## config.mk

```make
export PLATFORM = sky130hd
export DESIGN_NAME = vga_fwd_decoder
export DESIGN_NICKNAME = d
export VERILOG_FILES = /design/src/rtl/vga_fwd_pkg.sv /design/src/rtl/vga_cfg_regs.sv /design/src/rtl/vga_win_cmp.sv /design/src/rtl/vga_fwd_decoder.sv
export SDC_FILE = /design/constraint.sdc
export NUM_CORES = 1
export LEC_CHECK = 0
export ABC_AREA = 0
export BUFFER_PORTS_ARGS = -buffer_cell sky130_fd_sc_hd__buf_2
export CORE_UTILIZATION = 29
export CTS_BUF_LIST = sky130_fd_sc_hd__clkbuf_8
export DETAILED_ROUTE_END_ITERATION = 7
export GPL_TIMING_DRIVEN = 0
export PLACE_DENSITY = 0.86
export SYNTH_ARGS = -nofsm -noshare
export SYNTH_HDL_FRONTEND = slang
export SYNTH_HIERARCHICAL = 1
export SYNTH_SLANG_ARGS = --single-unit
```

## constraint.sdc

```tcl
create_clock -name clk -period 1.6 [get_ports clk]
set_input_delay 0 -clock clk [delete_from_list [all_inputs] [get_ports clk]]
set_output_delay 0 -clock clk [all_outputs]
set_load 0.01 [all_outputs]
```

## src/rtl/vga_fwd_pkg.sv

```systemverilog
package vga_fwd_pkg;
    localparam int NUM_WIN      = 3;
    localparam int CMD_IO_BIT   = 0;
    localparam int CMD_MEM_BIT  = 1;
    localparam int BCTL_FWD_BIT = 3;

    typedef enum logic [0:0] {
        SEL_CMD  = 1'b0,
        SEL_BCTL = 1'b1
    } cfg_sel_e;

    // window 0: low I/O block, window 1: high I/O block, window 2: frame buffer
    function automatic logic [31:0] win_lo(input int idx);
        case (idx)
            0:       return 32'h0000_03B0;
            1:       return 32'h0000_03C0;
            default: return 32'h000A_0000;
        endcase
    endfunction

    function automatic logic [31:0] win_hi(input int idx);
        case (idx)
            0:       return 32'h0000_03BB;
            1:       return 32'h0000_03DF;
            default: return 32'h000B_FFFF;
        endcase
    endfunction

    function automatic bit win_is_mem(input int idx);
        return idx == 2;
    endfunction
endpackage

```

## src/rtl/vga_cfg_regs.sv

```systemverilog
module vga_cfg_regs
    import vga_fwd_pkg::*;
#(
    parameter int REG_W = 16,
    localparam int LANES = REG_W / 8
) (
    input  logic             clk,
    input  logic             rst_n,
    input  logic             wr_en,
    input  logic             wr_sel,
    input  logic [LANES-1:0] wr_be,
    input  logic [REG_W-1:0] wr_data,
    input  logic             rd_sel,
    output logic [REG_W-1:0] rd_data,
    output logic             io_en,
    output logic             mem_en,
    output logic             fwd_en
);
    localparam logic [REG_W-1:0] CMD_IMPL  = (REG_W'(1) << CMD_IO_BIT) | (REG_W'(1) << CMD_MEM_BIT);
    localparam logic [REG_W-1:0] BCTL_IMPL = REG_W'(1) << BCTL_FWD_BIT;

    typedef struct packed {
        logic [REG_W-1:0] cmd;
        logic [REG_W-1:0] bctl;
    } cfg_state_t;

    cfg_state_t       state_d, state_q;
    logic [REG_W-1:0] lane_mask;

    for (genvar l = 0; l < LANES; l++) begin : g_lane
        assign lane_mask[l*8 +: 8] = {8{wr_be[l]}};
    end

    always_comb begin
        state_d = state_q;
        if (wr_en) begin
            if (wr_sel == SEL_CMD)
                state_d.cmd  = ((state_q.cmd  & ~lane_mask) | (wr_data & lane_mask)) & CMD_IMPL;
            else
                state_d.bctl = ((state_q.bctl & ~lane_mask) | (wr_data & lane_mask)) & BCTL_IMPL;
        end
    end

    always_ff @(posedge clk or negedge rst_n) begin
        if (!rst_n) state_q <= '0;
        else        state_q <= state_d;
    end

    assign rd_data = (rd_sel == SEL_BCTL) ? state_q.bctl : state_q.cmd;
    assign io_en   = state_q.cmd[CMD_IO_BIT];
    assign mem_en  = state_q.cmd[CMD_MEM_BIT];
    assign fwd_en  = state_q.bctl[BCTL_FWD_BIT];

    AST_BCTL_WRITE: assert property (@(posedge clk) disable iff (!rst_n)
        (wr_en && wr_sel == SEL_BCTL && wr_be[0]) |=> fwd_en == $past(wr_data[BCTL_FWD_BIT]));
    AST_CFG_HOLD: assert property (@(posedge clk) disable iff (!rst_n)
        !wr_en |=> $stable(rd_data) || $changed(rd_sel));
endmodule

```

## src/rtl/vga_win_cmp.sv

```systemverilog
module vga_win_cmp #(
    parameter int              ADDR_W = 32,
    parameter int              CMP_W  = 16,
    parameter logic [ADDR_W-1:0] LO   = '0,
    parameter logic [ADDR_W-1:0] HI   = '0,
    parameter bit              IS_MEM = 1'b0
) (
    input  logic              valid,
    input  logic              is_mem,
    input  logic [ADDR_W-1:0] addr,
    output logic              hit
);
    logic [ADDR_W-1:0] cmp_addr;

    always_comb begin
        cmp_addr = '0;
        cmp_addr[CMP_W-1:0] = addr[CMP_W-1:0];
    end

    assign hit = valid && (is_mem == IS_MEM) && (cmp_addr >= LO) && (cmp_addr <= HI);
endmodule

```

## src/rtl/vga_fwd_decoder.sv

```systemverilog
module vga_fwd_decoder
    import vga_fwd_pkg::*;
#(
    parameter int ADDR_W = 32,
    parameter int IO_W   = 16,
    parameter int REG_W  = 16,
    localparam int LANES = REG_W / 8
) (
    input  logic               clk,
    input  logic               rst_n,
    input  logic               cfg_wr_en,
    input  logic               cfg_wr_sel,
    input  logic [LANES-1:0]   cfg_wr_be,
    input  logic [REG_W-1:0]   cfg_wr_data,
    input  logic               cfg_rd_sel,
    output logic [REG_W-1:0]   cfg_rd_data,
    input  logic               req_valid,
    input  logic               req_is_mem,
    input  logic [ADDR_W-1:0]  req_addr,
    output logic [NUM_WIN-1:0] win_hit,
    output logic               fwd
);
    logic               io_en, mem_en, fwd_en;
    logic               io_ok, mem_ok;
    logic [NUM_WIN-1:0] allow;

    vga_cfg_regs #(.REG_W(REG_W)) regs_i (
        .clk     (clk),
        .rst_n   (rst_n),
        .wr_en   (cfg_wr_en),
        .wr_sel  (cfg_wr_sel),
        .wr_be   (cfg_wr_be),
        .wr_data (cfg_wr_data),
        .rd_sel  (cfg_rd_sel),
        .rd_data (cfg_rd_data),
        .io_en   (io_en),
        .mem_en  (mem_en),
        .fwd_en  (fwd_en)
    );

    assign io_ok  = fwd_en && io_en;
    assign mem_ok = fwd_en && mem_en;

    for (genvar w = 0; w < NUM_WIN; w++) begin : g_win
        vga_win_cmp #(
            .ADDR_W (ADDR_W),
            .CMP_W  (win_is_mem(w) ? ADDR_W : IO_W),
            .LO     (ADDR_W'(win_lo(w))),
            .HI     (ADDR_W'(win_hi(w))),
            .IS_MEM (win_is_mem(w))
        ) cmp_i (
            .valid  (req_valid),
            .is_mem (req_is_mem),
            .addr   (req_addr),
            .hit    (win_hit[w])
        );
        assign allow[w] = win_is_mem(w) ? mem_ok : io_ok;
    end

    assign fwd = |(win_hit & allow);

    AST_FWD_NEEDS_EN: assert property (@(posedge clk) disable iff (!rst_n)
        fwd |-> fwd_en && (req_is_mem ? mem_en : io_en));
    AST_HIT_ONEHOT: assert property (@(posedge clk) disable iff (!rst_n)
        $onehot0(win_hit));
    AST_IDLE_QUIET: assert property (@(posedge clk) disable iff (!rst_n)
        !req_valid |-> (win_hit == '0) && !fwd);
    AST_MEM_RANGE: assert property (@(posedge clk) disable iff (!rst_n)
        (fwd && req_is_mem) |-> (req_addr >= ADDR_W'(32'hA0000)) && (req_addr <= ADDR_W'(32'hBFFFF)));
endmodule

```

# ---- Yosys cells after proc, flatten, opt, wreduce, memory -nomap -nowiden
# Index checks and enable logic that the tools add are counted.
dict set report word_totals {
  ff_bits 3
  in_bits 57
  output_inout_bits 20
  elab_cells 31
}
dict set report classes {
  n_lt_le_gt_ge 6
  mux 1
  bitwise_logic 9
  n_reduce_logical 13
}
# op n
set ops {}
lappend ops {{>= comparator 16 x 10 -> 1 bit, second input constant} 2}
lappend ops {{>= comparator 32 x 20 -> 1 bit, second input constant} 1}
lappend ops {{<= comparator 16 x 10 -> 1 bit, second input constant} 2}
lappend ops {{<= comparator 32 x 20 -> 1 bit, second input constant} 1}
lappend ops {{logical AND 1 bit} 10}
lappend ops {{bitwise AND 4 bit} 2}
lappend ops {{two-way mux 4 bit} 1}
lappend ops {{inverter 4 bit} 1}
lappend ops {{OR 4 bit} 1}
lappend ops {{AND reduction 2 bit} 2}
lappend ops {{bitwise AND 3 bit} 1}
lappend ops {{OR reduction 3 bit} 1}
lappend ops {{bitwise AND 2 bit} 1}
lappend ops {{inverter 1 bit} 2}
lappend ops {{OR 2 bit} 1}

# ---- Depth between registers and ports, before layout
dict set report logic_depth {
  word_depth 6
  depth_mapped 5
  mapped_depth_nobuf 5
}

# ---- Modules after synthesis
# The synthesis kept the hierarchy.
# module n_inst cells_each area_each_um2 seq_area_each_um2
set modules_own_cells {}
lappend modules_own_cells {vga_cfg_regs 1 25 265.3 75.1}
lappend modules_own_cells {{vga_win_cmp at g_win[2].cmp_i} 1 7 58.8 0.0}
lappend modules_own_cells {{vga_win_cmp at g_win[0].cmp_i} 1 7 55.1 0.0}
lappend modules_own_cells {{vga_win_cmp at g_win[1].cmp_i} 1 5 43.8 0.0}
lappend modules_own_cells {vga_fwd_decoder 1 3 21.3 0.0}

# ---- Worst setup path after synthesis
# OpenSTA, ideal clock, no wires.
dict set report synth_path {
  path_type {input-to-output}
  startpoint {input port req_addr[15]}
  endpoint {output port fwd}
  arrival_ns 1.195
  t_required_ns 1.600
  path_slack_ns 0.405
  path_stages 4
  path_buffers 0
  path_cell_list {or4_1 > nor4_2 > o211ai_2 > nand2_1}
}
dict set report synth_between {
  elab_chain_len 5
  word_cells_on_any_way 14
  cone_classes {order compare (6); bitwise (1); reduce/logical (7)}
}
# element line_no
set synth_rtl {}
lappend synth_rtl {{from (decl)} vga_fwd_decoder.sv:19} ;# input logic [ADDR_W-1:0] req_addr,
lappend synth_rtl {{>= comparator 16 x 10 -> 1 bit} vga_win_cmp.sv:20} ;# assign hit = valid && (is_mem == IS_MEM) && (cmp_addr >= LO) && (cmp_addr <= HI);
lappend synth_rtl {{logical AND 1 bit} vga_win_cmp.sv:20}
lappend synth_rtl {{logical AND 1 bit *} vga_win_cmp.sv:20}
lappend synth_rtl {{named net win_hit[1]} vga_fwd_decoder.sv:20} ;# output logic [NUM_WIN-1:0] win_hit,
lappend synth_rtl {{bitwise AND 3 bit *} vga_fwd_decoder.sv:60} ;# assign fwd = |(win_hit & allow);
lappend synth_rtl {{OR reduction 3 bit *} vga_fwd_decoder.sv:60}
lappend synth_rtl {{to (decl)} vga_fwd_decoder.sv:21} ;# output logic fwd
# The timed path passes the listed nets; every way through them passes the cells marked *.

# ---- Worst setup path after layout
dict set report layout_path {
  startpoint {input port req_addr[15]}
  endpoint {output port fwd}
}
dict set report layout_between {
  elab_chain_len 5
  word_cells_on_any_way 14
  cone_classes {order compare (6); bitwise (1); reduce/logical (7)}
}
# element line_no
set layout_rtl {}
lappend layout_rtl {{>= comparator 32 x 20 -> 1 bit / >= comparator 16 x 10 -> 1 bit (equally long branches)} vga_win_cmp.sv:20}
lappend layout_rtl {{logical AND 1 bit (2 in series)} vga_win_cmp.sv:20}
lappend layout_rtl {{bitwise AND 3 bit *} vga_fwd_decoder.sv:60}
lappend layout_rtl {{OR reduction 3 bit *} vga_fwd_decoder.sv:60}
# Every way passes the cells marked *; elsewhere a longest branch is shown, timed or not.

==> summary.md <==
| Metric | Value |
|---|---|
| Crit. End Element | `output port` |
| Sequential share of the synthesized area | `16.9%` |
| Dpl ws | `0.277 ns` |
| Total GRT Usage | `12.8%` |
| Core Area | `1370 µm²` |
| # IOs | `77` |
| Fmax | `0.766 GHz` |
| Share of post-route cells with drive strength above 1 | `67.3%` |
| Antenna Cells | `0` |
| # setup viols final | `0` |
| Worst min path class | `in2reg` |
| CTS Sinks | `3` |
| Post-CTS setup buffers | `0` |
| Clock power share | `44.6%` |
| Max-slew violations | `0` |
| Final Instance Area | `793 µm²` |
| Vias | `520` |
| Largest net degree at the start of global routing | `5` |
| Slowest Stage Delay on Critical Path | `0.54 ns` |
| Full die area | `1690 µm²` |
| Synth top area cells | `buf_4 22%, dfrtp_1 17%, mux2_4 10%` |
| Nets | `168` |
| Largest area contributor in the netlist | `buf_4` |
| Wire per inst | `8.78 µm` |
| Drt first pass iters | `3` |
| CTS Buffer Depth | `2` |
| DR vias/cell | `4.16` |
| Syn Area/Cell | `9.45 µm²` |
| Combinational fraction of design power | `33.2%` |
| Critical path type | `in2out` |
| CTS tree | `yes` |
| Synthesized flop and latch total | `3` |
| Share of the synthesized area in the top cell type | `22.0%` |
| Worst-path fanout max | `2` |
| Min cycle time layout | `1.30 ns` |
| Power density cells | `594 nW/µm²` |
| RSZ-0062 raised after global routing | `no` |
| CTS resizes | `0` |
| Initial Util | `32.5%` |
| Cells after Synth | `47` |
| Setup Skew | `0 ns` |
| Worst Setup Slack, final | `0.295 ns` |
| Synth unique cells | `19` |
| Vias in the first global route | `406` |
| Worst path cell trace | `buf_2 -> or4_1 -> nor4_2 -> o211ai_2 -> nand2_1 -> buf_2` |
| Die width | `41.1 µm` |
| Slowest cell on crit path | `or4_1` |
| H-tree depth | `1` |
| Maximum capacitance violations | `0` |
| DRT iter0 DRCs | `4` |
| GPL Wtd Cong | `0.605` |
| Clk root buf | `clkbuf_8` |
| Inserted Clock Buffers | `3` |
| Commonest cells after routing, fill and taps aside | `46 x buf_2, 13 x buf_4, 13 x conb_1` |
| Latest clock arrival within the worst-skew pair | `0.21 ns` |
| Leakage | `0.459 nW` |
| TNS Setup | `0 ns` |
| YS warnings | `6` |
| Routed Wire Length | `1.10 mm` |
| Tcrit/Tclk final | `81.6%` |
| Switch Pwr | `0.000120 W` |
| Final Hold Fails | `0` |
| Worst endpoint required time | `1.60 ns` |
| Die Ht | `41.1 µm` |
| Initial antenna violation count | `0` |
| Startpoint types | `input port` |
| Grt ovf | `0` |
| Arr. time, crit path | `1.30 ns` |
| Port buffer count | `46` |
| Net Sw Frac | `25.5%` |
| # hold bufs at CTS | `1` |
| Crit path top cell by count | `buf_2` |
| Clock-pin slew on the worst setup and hold paths | `0.03 ns` |
| # rows | `13` |
| Internal power | `0.000351 W` |
| Peak supply drop | `0.000385 V` |
| Post-Syn Area | `444 µm²` |
| DRC viols | `0` |
| Post-DRT Antenna Nets | `0` |
| Layout area overhead | `78.6%` |
| Seq pwr share | `22.2%` |
| First-pass GRT wire length | `1.35 mm` |
| Outcome | `finished, final reports clean` |
| Commonest non-fill, non-tap cell in the layout | `buf_2` |
| Dpl cell area | `738 µm²` |
==> cell families after synthesis <==
logic type,share of synthesized area [%]
and+or+nand+nor,43.9
buffers and inverters,22.0
muxes,10.1
DFF,16.9
AOI/OAI and AO/OA,6.20
other,0.844
==> area by class of cell <==
type                            instances  area, µm²
Multi-Input combinational cell         43        317
Sequential cell                         3       75.1
Fill cell                             143        573
Buffer                                 13       97.6
Tap cell                               15       18.8
Clock buffer                            3       41.3
Timing Repair Buffer                   47        240
Clock inverter                          1       3.75
==> cell usage after synthesis <==
cell type / number
a2111oi_2: 1
and2_1: 1
buf_4: 13
conb_1: 1
dfrtp_1: 3
mux2_4: 3
nand2_1: 2
nand2b_1: 1
nand3_1: 4
nand3b_4: 1
nand4_1: 2
nor2_1: 4
nor2b_1: 2
nor4_2: 3
nor4b_2: 2
o211ai_2: 1
or3b_2: 1
or4_1: 1
or4bb_1: 1
==> path summary, 6_finish.rpt <==
kind,cells past startpoint,endpoint,start,slack [ns]
min in group asynchronous,2,async pin,rst_n,0.11
worst max-delay path,6,fwd,req_addr[15],0.30
max in group asynchronous,2,async pin,rst_n,1.38
worst min register to register,1,register,register,0.53
worst max register to register,1,register,register,0.81
worst min-delay path,2,register,cfg_wr_data[3],0.02
==> power groups by stage <==
stage                     clock [W]  sequential, W  combinational [W]
final                      0.000210       0.000104           0.000157
after global routing       0.000227       0.000107           0.000176
after CTS                  0.000218       0.000105           0.000156
after detailed placement          0       0.000106           0.000154
after global placement            0       0.000106           0.000151
after floorplan                   0       0.000102          0.0000871
==> metrics by stage <==
step,total power [W],utilization [%],hold WS (ns),instances
floorplan,0.000189,-,-0.296,59
global placement,0.000257,54.0,-0.204,120
detailed placement,0.000260,54.0,-0.201,120
CTS,0.000480,58.1,0.00960,125
global route,0.000511,58.1,0.0182,125
finish,0.000471,58.1,0.0166,125
==> routing by layer <==
| metal | part of all wire [%] | vias to the layer above | global-route usage [%] |
|---|---|---|---|
| met2 | 52 | 34 | 23.4 |
| li1 | - | 273 | - |
| met3 | 14 | 2 | 3.80 |
| met5 | 0 | - | 0 |
| met1 | 33 | 211 | 10.4 |
| met4 | 0.91 | 0 | 12.9 |
==> critical path, delay by kind of cell <==
family	cells	cell delay [ns]
compound gates	1	0.13
simple gates	3	0.96
buf+inv	2	0.22
No activity file was read; power rests on OpenSTA's default activity.
